$ cat config.mk
export PLATFORM = sky130hd
export DESIGN_NAME = exc_commit_unit
export DESIGN_NICKNAME = d
export VERILOG_FILES = /design/src/rtl/exc_pkg.sv /design/src/rtl/exc_select.sv /design/src/rtl/exc_vector.sv /design/src/rtl/exc_status.sv /design/src/rtl/exc_commit_unit.sv
export SDC_FILE = /design/constraint.sdc
export NUM_CORES = 1
export LEC_CHECK = 0
export BUFFER_PORTS_ARGS = -buffer_cell sky130_fd_sc_hd__buf_2
export CAP_MARGIN = 20
export CORE_AREA = 3 3 160 162
export DETAILED_ROUTE_END_ITERATION = 8
export DIE_AREA = 0 0 163 165
export GPL_TIMING_DRIVEN = 0
export PLACE_DENSITY = 0.68
export SLEW_MARGIN = 30
export SYNTH_ARGS = -nofsm -noshare
export SYNTH_HDL_FRONTEND = slang
export SYNTH_SLANG_ARGS = --single-unit
$ cat constraint.sdc
create_clock -name clk -period 4.3 [get_ports clk]
set_input_delay 0.43 -clock clk [delete_from_list [all_inputs] [get_ports clk]]
set_output_delay 0.43 -clock clk [all_outputs]
set_load 0.02 [all_outputs]
$ cat src/rtl/exc_pkg.sv
package exc_pkg;
  localparam int NEXC = 21;
  localparam int CW   = 5;

  typedef enum logic [CW-1:0] {
    EX_HARD_RST = 5'd0,  EX_SOFT_RST = 5'd1,  EX_NMI      = 5'd2,
    EX_F_ADDR   = 5'd3,  EX_F_REFILL = 5'd4,  EX_F_INVAL  = 5'd5,
    EX_F_BUS    = 5'd6,  EX_SYSCALL  = 5'd7,  EX_BRKPT    = 5'd8,
    EX_COP_UNU  = 5'd9,  EX_RSV_INS  = 5'd10, EX_TRAP     = 5'd11,
    EX_OVFL     = 5'd12, EX_FLOAT    = 5'd13, EX_D_ADDR   = 5'd14,
    EX_D_REFILL = 5'd15, EX_D_INVAL  = 5'd16, EX_D_MOD    = 5'd17,
    EX_WATCH    = 5'd18, EX_D_BUS    = 5'd19, EX_IRQ      = 5'd20
  } exc_code_e;

  function automatic logic is_fixed(exc_code_e c);
    return (c == EX_HARD_RST) || (c == EX_SOFT_RST) || (c == EX_NMI);
  endfunction

  function automatic logic is_refill(exc_code_e c);
    return (c == EX_F_REFILL) || (c == EX_D_REFILL);
  endfunction
endpackage

$ cat src/rtl/exc_select.sv
module exc_select
  import exc_pkg::*;
#(
  parameter int NST = 3,
  parameter int AW  = 64
) (
  input  logic [NST-1:0]      vld,
  input  logic [NST*NEXC-1:0] flags,
  input  logic [NST*AW-1:0]   pcs,
  input  logic [NST-1:0]      bds,
  input  logic [NST-1:0]      x64s,
  output logic                hit,
  output exc_code_e           code,
  output logic [AW-1:0]       pc,
  output logic                bd,
  output logic                x64,
  output logic [NST-1:0]      flush
);
  logic [NST-1:0]         live;
  logic [NST-1:0][CW-1:0] stg_code;

  function automatic logic [CW-1:0] lowest_set(logic [NEXC-1:0] f);
    logic [CW-1:0] r;
    r = '0;
    for (int i = NEXC - 1; i >= 0; i--) begin
      if (f[i]) r = CW'(i);
    end
    return r;
  endfunction

  for (genvar s = 0; s < NST; s++) begin : g_stage
    assign live[s]     = vld[s] & (|flags[s*NEXC +: NEXC]);
    assign stg_code[s] = lowest_set(flags[s*NEXC +: NEXC]);
  end

  always_comb begin
    hit   = 1'b0;
    code  = EX_HARD_RST;
    pc    = '0;
    bd    = 1'b0;
    x64   = 1'b0;
    flush = '0;
    for (int s = NST - 1; s >= 0; s--) begin
      if (live[s]) begin
        hit  = 1'b1;
        code = exc_code_e'(stg_code[s]);
        pc   = pcs[s*AW +: AW];
        bd   = bds[s];
        x64  = x64s[s];
        for (int t = 0; t < NST; t++) flush[t] = (t >= s);
      end
    end
  end
endmodule

$ cat src/rtl/exc_vector.sv
module exc_vector
  import exc_pkg::*;
#(
  parameter int AW = 64
) (
  input  exc_code_e     code,
  input  logic          bev,
  input  logic          mode64,
  input  logic          x64,
  input  logic          exl,
  output logic [AW-1:0] vec
);
  localparam logic [31:0] FIXED_VEC = 32'hBFC0_0000;
  localparam logic [31:0] BASE_RUN  = 32'h8000_0000;
  localparam logic [31:0] BASE_BOOT = 32'hBFC0_0200;
  localparam logic [31:0] OFF_GEN   = 32'h0000_0180;
  localparam logic [31:0] OFF_XREF  = 32'h0000_0080;
  localparam logic [31:0] OFF_REF   = 32'h0000_0000;

  logic [31:0] v32;
  logic [31:0] off;

  always_comb begin
    off = OFF_GEN;
    if (is_refill(code) && !exl) off = x64 ? OFF_XREF : OFF_REF;
    if (is_fixed(code)) v32 = FIXED_VEC;
    else                v32 = (bev ? BASE_BOOT : BASE_RUN) + off;
  end

  assign vec = mode64 ? {{(AW-32){v32[31]}}, v32} : {{(AW-32){1'b0}}, v32};
endmodule

$ cat src/rtl/exc_status.sv
module exc_status (
  input  logic clk,
  input  logic rst_n,
  input  logic take,
  input  logic eret,
  input  logic ld,
  input  logic ld_user,
  input  logic ld_ie,
  output logic exl,
  output logic user,
  output logic ie
);
  logic sv_user, sv_ie;

  always_ff @(posedge clk) begin
    if (!rst_n) begin
      exl     <= 1'b0;
      user    <= 1'b0;
      ie      <= 1'b0;
      sv_user <= 1'b0;
      sv_ie   <= 1'b0;
    end else if (take) begin
      exl  <= 1'b1;
      user <= 1'b0;
      ie   <= 1'b0;
      if (!exl) begin
        sv_user <= user;
        sv_ie   <= ie;
      end
    end else if (eret) begin
      exl  <= 1'b0;
      user <= sv_user;
      ie   <= sv_ie;
    end else if (ld) begin
      user <= ld_user;
      ie   <= ld_ie;
    end
  end
endmodule

$ cat src/rtl/exc_commit_unit.sv
module exc_commit_unit
  import exc_pkg::*;
#(
  parameter int NST = 3,
  parameter int AW  = 64
) (
  input  logic                clk,
  input  logic                rst_n,
  input  logic [NST-1:0]      stg_vld_i,
  input  logic [NST*NEXC-1:0] stg_exc_i,
  input  logic [NST*AW-1:0]   stg_pc_i,
  input  logic [NST-1:0]      stg_bd_i,
  input  logic [NST-1:0]      stg_x64_i,
  input  logic                mode64_i,
  input  logic                bev_i,
  input  logic                sts_ld_i,
  input  logic                sts_user_i,
  input  logic                sts_ie_i,
  input  logic                eret_i,
  output logic                take_o,
  output logic [CW-1:0]       cause_o,
  output logic [NST-1:0]      flush_o,
  output logic [AW-1:0]       vector_o,
  output logic [AW-1:0]       epc_o,
  output logic                bd_o,
  output logic                exl_o,
  output logic                kernel_o,
  output logic                ie_o
);
  localparam logic [AW-1:0] INSN_BYTES = AW'(4);

  logic          sel_hit, sel_bd, sel_x64, req, exl, user;
  exc_code_e     sel_code;
  logic [AW-1:0] sel_pc, sel_vec;
  logic [NST-1:0] sel_flush;

  exc_select #(.NST(NST), .AW(AW)) u_sel (
    .vld(stg_vld_i), .flags(stg_exc_i), .pcs(stg_pc_i), .bds(stg_bd_i),
    .x64s(stg_x64_i), .hit(sel_hit), .code(sel_code), .pc(sel_pc),
    .bd(sel_bd), .x64(sel_x64), .flush(sel_flush)
  );

  exc_vector #(.AW(AW)) u_vec (
    .code(sel_code), .bev(bev_i), .mode64(mode64_i), .x64(sel_x64),
    .exl(exl), .vec(sel_vec)
  );

  // a request seen while the previous take is still flushing is dropped
  assign req = sel_hit & ~take_o;

  exc_status u_sts (
    .clk(clk), .rst_n(rst_n), .take(req), .eret(eret_i), .ld(sts_ld_i),
    .ld_user(sts_user_i), .ld_ie(sts_ie_i), .exl(exl), .user(user), .ie(ie_o)
  );

  always_ff @(posedge clk) begin
    if (!rst_n) begin
      take_o   <= 1'b0;
      cause_o  <= '0;
      flush_o  <= '0;
      vector_o <= '0;
      epc_o    <= '0;
      bd_o     <= 1'b0;
    end else begin
      take_o <= req;
      if (req) begin
        cause_o  <= sel_code;
        flush_o  <= sel_flush;
        vector_o <= sel_vec;
        if (!exl) begin
          epc_o <= sel_bd ? (sel_pc - INSN_BYTES) : sel_pc;
          bd_o  <= sel_bd;
        end
      end
    end
  end

  assign exl_o    = exl;
  assign kernel_o = exl | ~user;
endmodule

After elaboration in Yosys (flattened, before gate mapping)
Cells that the tools add are included.

cells by class
  add/subtract/negate cells = 2
  bitwise operators = 9
  reductions and logical operators = 13
  muxes and demuxes = 93
  eq/ne operators = 4

operator list
  kind                     number
  $mux W5                  66
  $mux W64                 5
  $mux W32                 2
  $sub A64 B3 Y64 const B  1
  $reduce_or A21 Y1        3
  $add A32 B32 Y32         1
  $mux W30                 1
  $mux W1                  15
  $mux W3                  3
  $mux W8                  1
  $eq A5 B1 Y1 const B     1
  $eq A5 B2 Y1 const B     1
  $eq A5 B3 Y1 const B     1
  $eq A5 B4 Y1 const B     1
  $logic_not A5 Y1         1
  $and A1 B1 Y1            4
  $not A1 Y1               4
  $reduce_bool A2 Y1       2
  $logic_or A1 B1 Y1       3
  $reduce_and A2 Y1        1
  $reduce_or A2 Y1         1
  $logic_and A1 B1 Y1      1
  $logic_not A1 Y1         1
  $or A1 B1 Y1             1

word-level totals
  bits of input ports = 272
  word-level logic and storage cells = 132
  register bits after elaboration = 143
  output and inout port bits = 141

Longest topological paths before layout
  depth after elaboration = 31
  gate-level depth with buffers = 16
  mapped depth without buffers = 12

Cells and area by module
Synthesis repeated with hierarchy kept, for this count alone.

second synthesis, totals
  cell total of the unflattened synthesis = 1238
  area total of the unflattened synthesis = 9008.6 um2

by module, submodules not included
  module           area each (um2)  instances  sequential area each (um2)  cells each
  exc_commit_unit  6187.2           1          2762.6                      773
  exc_select       2072.0           1          0.0                         371
  exc_vector       538.0            1          0.0                         74
  exc_status       211.5            1          100.1                       20

Least setup slack after synthesis
Ideal clock, no wire load.

  path kind = input-to-reg
  from = input port stg_exc_i[57]
  to = register epc_o[52]
  cell stages on the path = 14
  required time = 4.240 ns
  buffers on the path = 4
  slack = -0.014 ns
  arrival time = 4.254 ns
  library setup time = 0.060 ns
  cells stage by stage = or4_4 -> or4_1 -> o21a_1 -> buf_6 -> a311o_1 -> a22o_1 -> or4b_1 -> buf_2 -> or4_1 -> buf_4 -> nand4bb_1 -> buf_4 -> mux2_4 -> nand3_2

between the ends
  word-level cells in the longest chain between the ends = 7
  elaborated cells between the ends (all ways) = 15
  classes of those cells = add/sub (1); mux (10); bitwise (2); reduce/logical (2)

ends and longest elaborated chain
  what                                               RTL line                                      source
  start: declaration                                 exc_commit_unit.sv:10                         input logic [NST*NEXC-1:0] stg_exc_i,
  $reduce_or A21 Y1 *                                exc_select.sv:32                              assign live[s] = vld[s] & (|flags[s*NEXC +: NEXC]);
  $and A1 B1 Y1 *                                    exc_select.sv:32
  $mux W64 or $mux W1 (tied branches) (3 in series)  exc_select.sv:44                              if (live[s]) begin
  $sub A64 B3 Y64 or $and A1 B1 Y1 (tied branches)   exc_commit_unit.sv:71, exc_commit_unit.sv:49
  $mux W64 or $reduce_and A2 Y1 (tied branches)      --
  end signal: assignment                             exc_commit_unit.sv:71                         epc_o <= sel_bd ? (sel_pc - INSN_BYTES) : sel_pc;
  end: declaration                                   exc_commit_unit.sv:24                         output logic [AW-1:0] epc_o,

Mark *: on every way between the ends. The rest lies on a longest branch, timed or not.
A chain may end at the register's enable or synchronous reset.

Worst setup path in the final report
  from = input port stg_exc_i[52]
  to = register epc_o[52]

Same word-level chain as after synthesis.

==> results.md <==
* Netlist cell types at 75
* Initial core utilization at 0.305
* Worst slew pin tran at 0.906 ns
* Largest family of logic cells by synthesized area: simple AND/OR/NAND/NOR gates
* Flops & latches, synth at between 80 and 90
* Skew-Pair Late Insertion Delay at 0.36 ns
* Mapped cell area at approximately 0.0074 mm²
* Share of layout cells above drive strength 1 at 0.414
* Max Fanout on Critical Path at 7
* Yosys top cell by area: dfxtp_1
* CP Data Arrival Time at roughly 4.5 ns
* DR vias at ~10000
* Cells after Synth at about 1100
* Hold buffers post-CTS at 0
* Vias in the first global route at 9314
* Core Region at 0.0242 mm²
* Gr usage total at 0.266
* Largest net degree at the start of global routing at 34
* Post-synthesis sequential area ratio at 0.230
* Async SR Flop Fraction at 0
* Initial antenna violation count at 0
* Top-area cell type share of the netlist area at 0.230
* Vias per cell at 5.50
* First-pass GRT wire length at 54.8 mm
* # setup viols final at 0
* Num ports at 413
* Total Power at 2.87 mW
* Slew headroom at 0.396
* Leakage at 5.10 nW
* Post-route DRC at 0
* Fillers at 2515
* Period utilization at 0.983
* Main synth FF type: dfxtp_1
* Hold slack at 0.310 ns
* Hold Violations, Final at 0
* 1st-pass router iterations at 5
* Pins Over Slew Limit at 0
* Diode count at 0
* Placed cell area at 0.00985 mm²
* Setup Skew at ~0.013 ns
* Chip Height at 165 µm
* Critical Path Start Type: primary input
* GRT overflow at 0
* Drt initial violations at 852
* Sink Count at 85
* Hpwl dp at 30.5 mm
* Post-route cell area at 0.0110 mm²
* Total die area at 0.0269 mm²
* RePlAce Congestion at 0.942
* Status: finished, final reports clean
* CTS tree: yes
* Maximum vdd drop at 0.182 mV
* Num CTS Buffers at 9
* IO buf count at 391
* H-tree Lvls at 3
* Number of synthesized flops with an enable pin at 0
* Routed Antenna Nets at 0
* Top post-synthesis cells by area: dfxtp_1 (23%), nor2_1 (6.9%), a21oi_1 (6.7%), buf_4 (6.1%), nand2_1 (4.2%)
* Post-Synth Simple-Gate Area at 0.304
* Syn Area/Cell at between 6 and 7 µm²
* Final Util at 0.453
* Root Driver: clkbuf_16
* Max Clock Freq at 0.236 GHz
* XOR/XNOR Fraction of Synth Area at 0.0438
* # Max-Cap Violations at 0
* Pwr per Cell Area at about 260 mW/mm²
* CTS Buffer Depth at 2
* Post-layout min period at 4.23 ns
* Area share of fa/ha/maj cells after synthesis at 0.00169
* YS warnings at 0
* Setup Crit Path Kind: in -> reg
* Routed WL at 38.6 mm
* Synth Area in Compound Gates at 0.286
* Multiplexer share of the synthesized area at 0.0213
* Clk slew on worst S/H paths at 0.07 ns
* HP Class: in -> reg
* Critical path required time at 4.59 ns
* Final net count at 1776
* Row count at 57
* Synth-to-Final Area Change at 48.5%
* Drt wl/cell at 21.1 µm
* Die Width at ~160 µm
* Crit end category: flip-flop
==> synth_stat cells (14+ instances only) <==
master / instances
a211oi_1: 23
a21oi_1: 99
a311oi_1: 19
and3_1: 16
buf_4: 60
clkbuf_1: 62
dfxtp_1: 85
inv_1: 22
nand2_1: 83
nand2b_1: 19
nand3_1: 50
nand4_1: 23
nor2_1: 135
nor3_1: 26
nor4_1: 21
o21ai_0: 45
o22ai_1: 14
o31ai_1: 16
or2_2: 16
xnor2_1: 21
xor2_1: 16
==> registers in the layout, indices dropped and copies added, names as in the netlist <==
register,flops
u_sts.sv_ie,1
u_sts.sv_user,1
epc_o,64
vector_o,6
u_sts.exl,1
u_sts.ie,1
flush_o,3
take_o,1
cause_o,5
bd_o,1
u_sts.user,1
==> metrics by stage <==
stage	setup WS (ns)	TNS (ns)	cells
after floorplan	0.000960	0	1078
after CTS	-0.0305	-0.0715	1820
final	0.0715	0	1832
after detailed placement	-1.94	-111.57	1793
after global routing	-0.0319	-0.0643	1832
after global placement	-1.82	-108.24	1793
==> critical path: stages <==
cell and delay [ns]:
buf_2 0.11, or4_4 0.55, or4_4 0.50, o21a_1 0.23, buf_6 0.14, a311o_1 0.28, a22o_1 0.28, or4b_4 0.53
buf_6 0.16, or4_4 0.43, buf_6 0.16, nand4bb_4 0.20, buf_8 0.16, mux2_4 0.30, nand3_2 0.06
==> final timing paths <==
path              slack [ns]                        end  cells after the start                   from
setup reg to reg        2.26     epc_o[28]$_SDFFE_PN0P_                      6      take_o$_SDFF_PN0_
hold reg to reg         0.46      epc_o[1]$_SDFFE_PN0P_                      2  epc_o[1]$_SDFFE_PN0P_
setup / recovery        0.07     epc_o[52]$_SDFFE_PN0P_                     15          stg_exc_i[52]
hold / removal          0.31  vector_o[62]$_SDFFE_PN0P_                      3               mode64_i
==> power by group <==
group	leakage, nW	switching [mW]	internal, mW
clock network	0.138	0.387	0.409
logic	4.26	0.716	0.435
registers	0.704	0.0532	0.868
==> cell type report <==
type / instances / area (µm²) / area share
plain buffers: 127 / 835 / 0.0760
clock buffers: 9 / 225 / 0.0205
repair buffers: 420 / 2170 / 0.198
clock inverters: 7 / 66.3 / 0.00604
flip-flops and latches: 85 / 1700 / 0.155
multi-input cells: 837 / 5490 / 0.500
well taps: 324 / 405 / 0.0369
inverters: 23 / 86.3 / 0.00786
==> cells by family after synthesis <==
kind of cell    Yosys count
buf+inv                 156
flops                    85
fa+ha+maj                 1
xor+xnor                 37
simple gates            444
mux                      15
compound gates          320
other cells               1
==> layer usage <==
metal  vias up  GRT usage  wire length, µm
li1       4723          -                -
met4         0     0.0777              869
met1      4751      0.343            15600
met5         -          0                0
met2       536      0.449            18700
met3        64     0.0527             3440
==> timing repair <==
| action | 4_1_cts | 5_1_grt |
|---|---|---|
| setup endpoints to repair | 76 | 69 |
| cloned | 0 | 1 |
| pin swaps | 10 | 25 |
| buffers inserted | 14 | 14 |
| resized for setup | 82 | 68 |
==> cells in the final DEF (no fill, tap or decap), types with 16 or more instances in the layout <==
cell type and count:
buf_2 398, nor2_1 131, a21oi_1 98, buf_4 89, dfxtp_1 84, nand2_1 82
nand3_1 48, o21ai_0 45, clkbuf_1 31, nor3_1 25, nand4_1 23, a211oi_1 23
inv_1 22, xnor2_1 21, conb_1 20, nand2b_1 19, xor2_1 16
No activity file was read; power rests on OpenSTA's default activity.
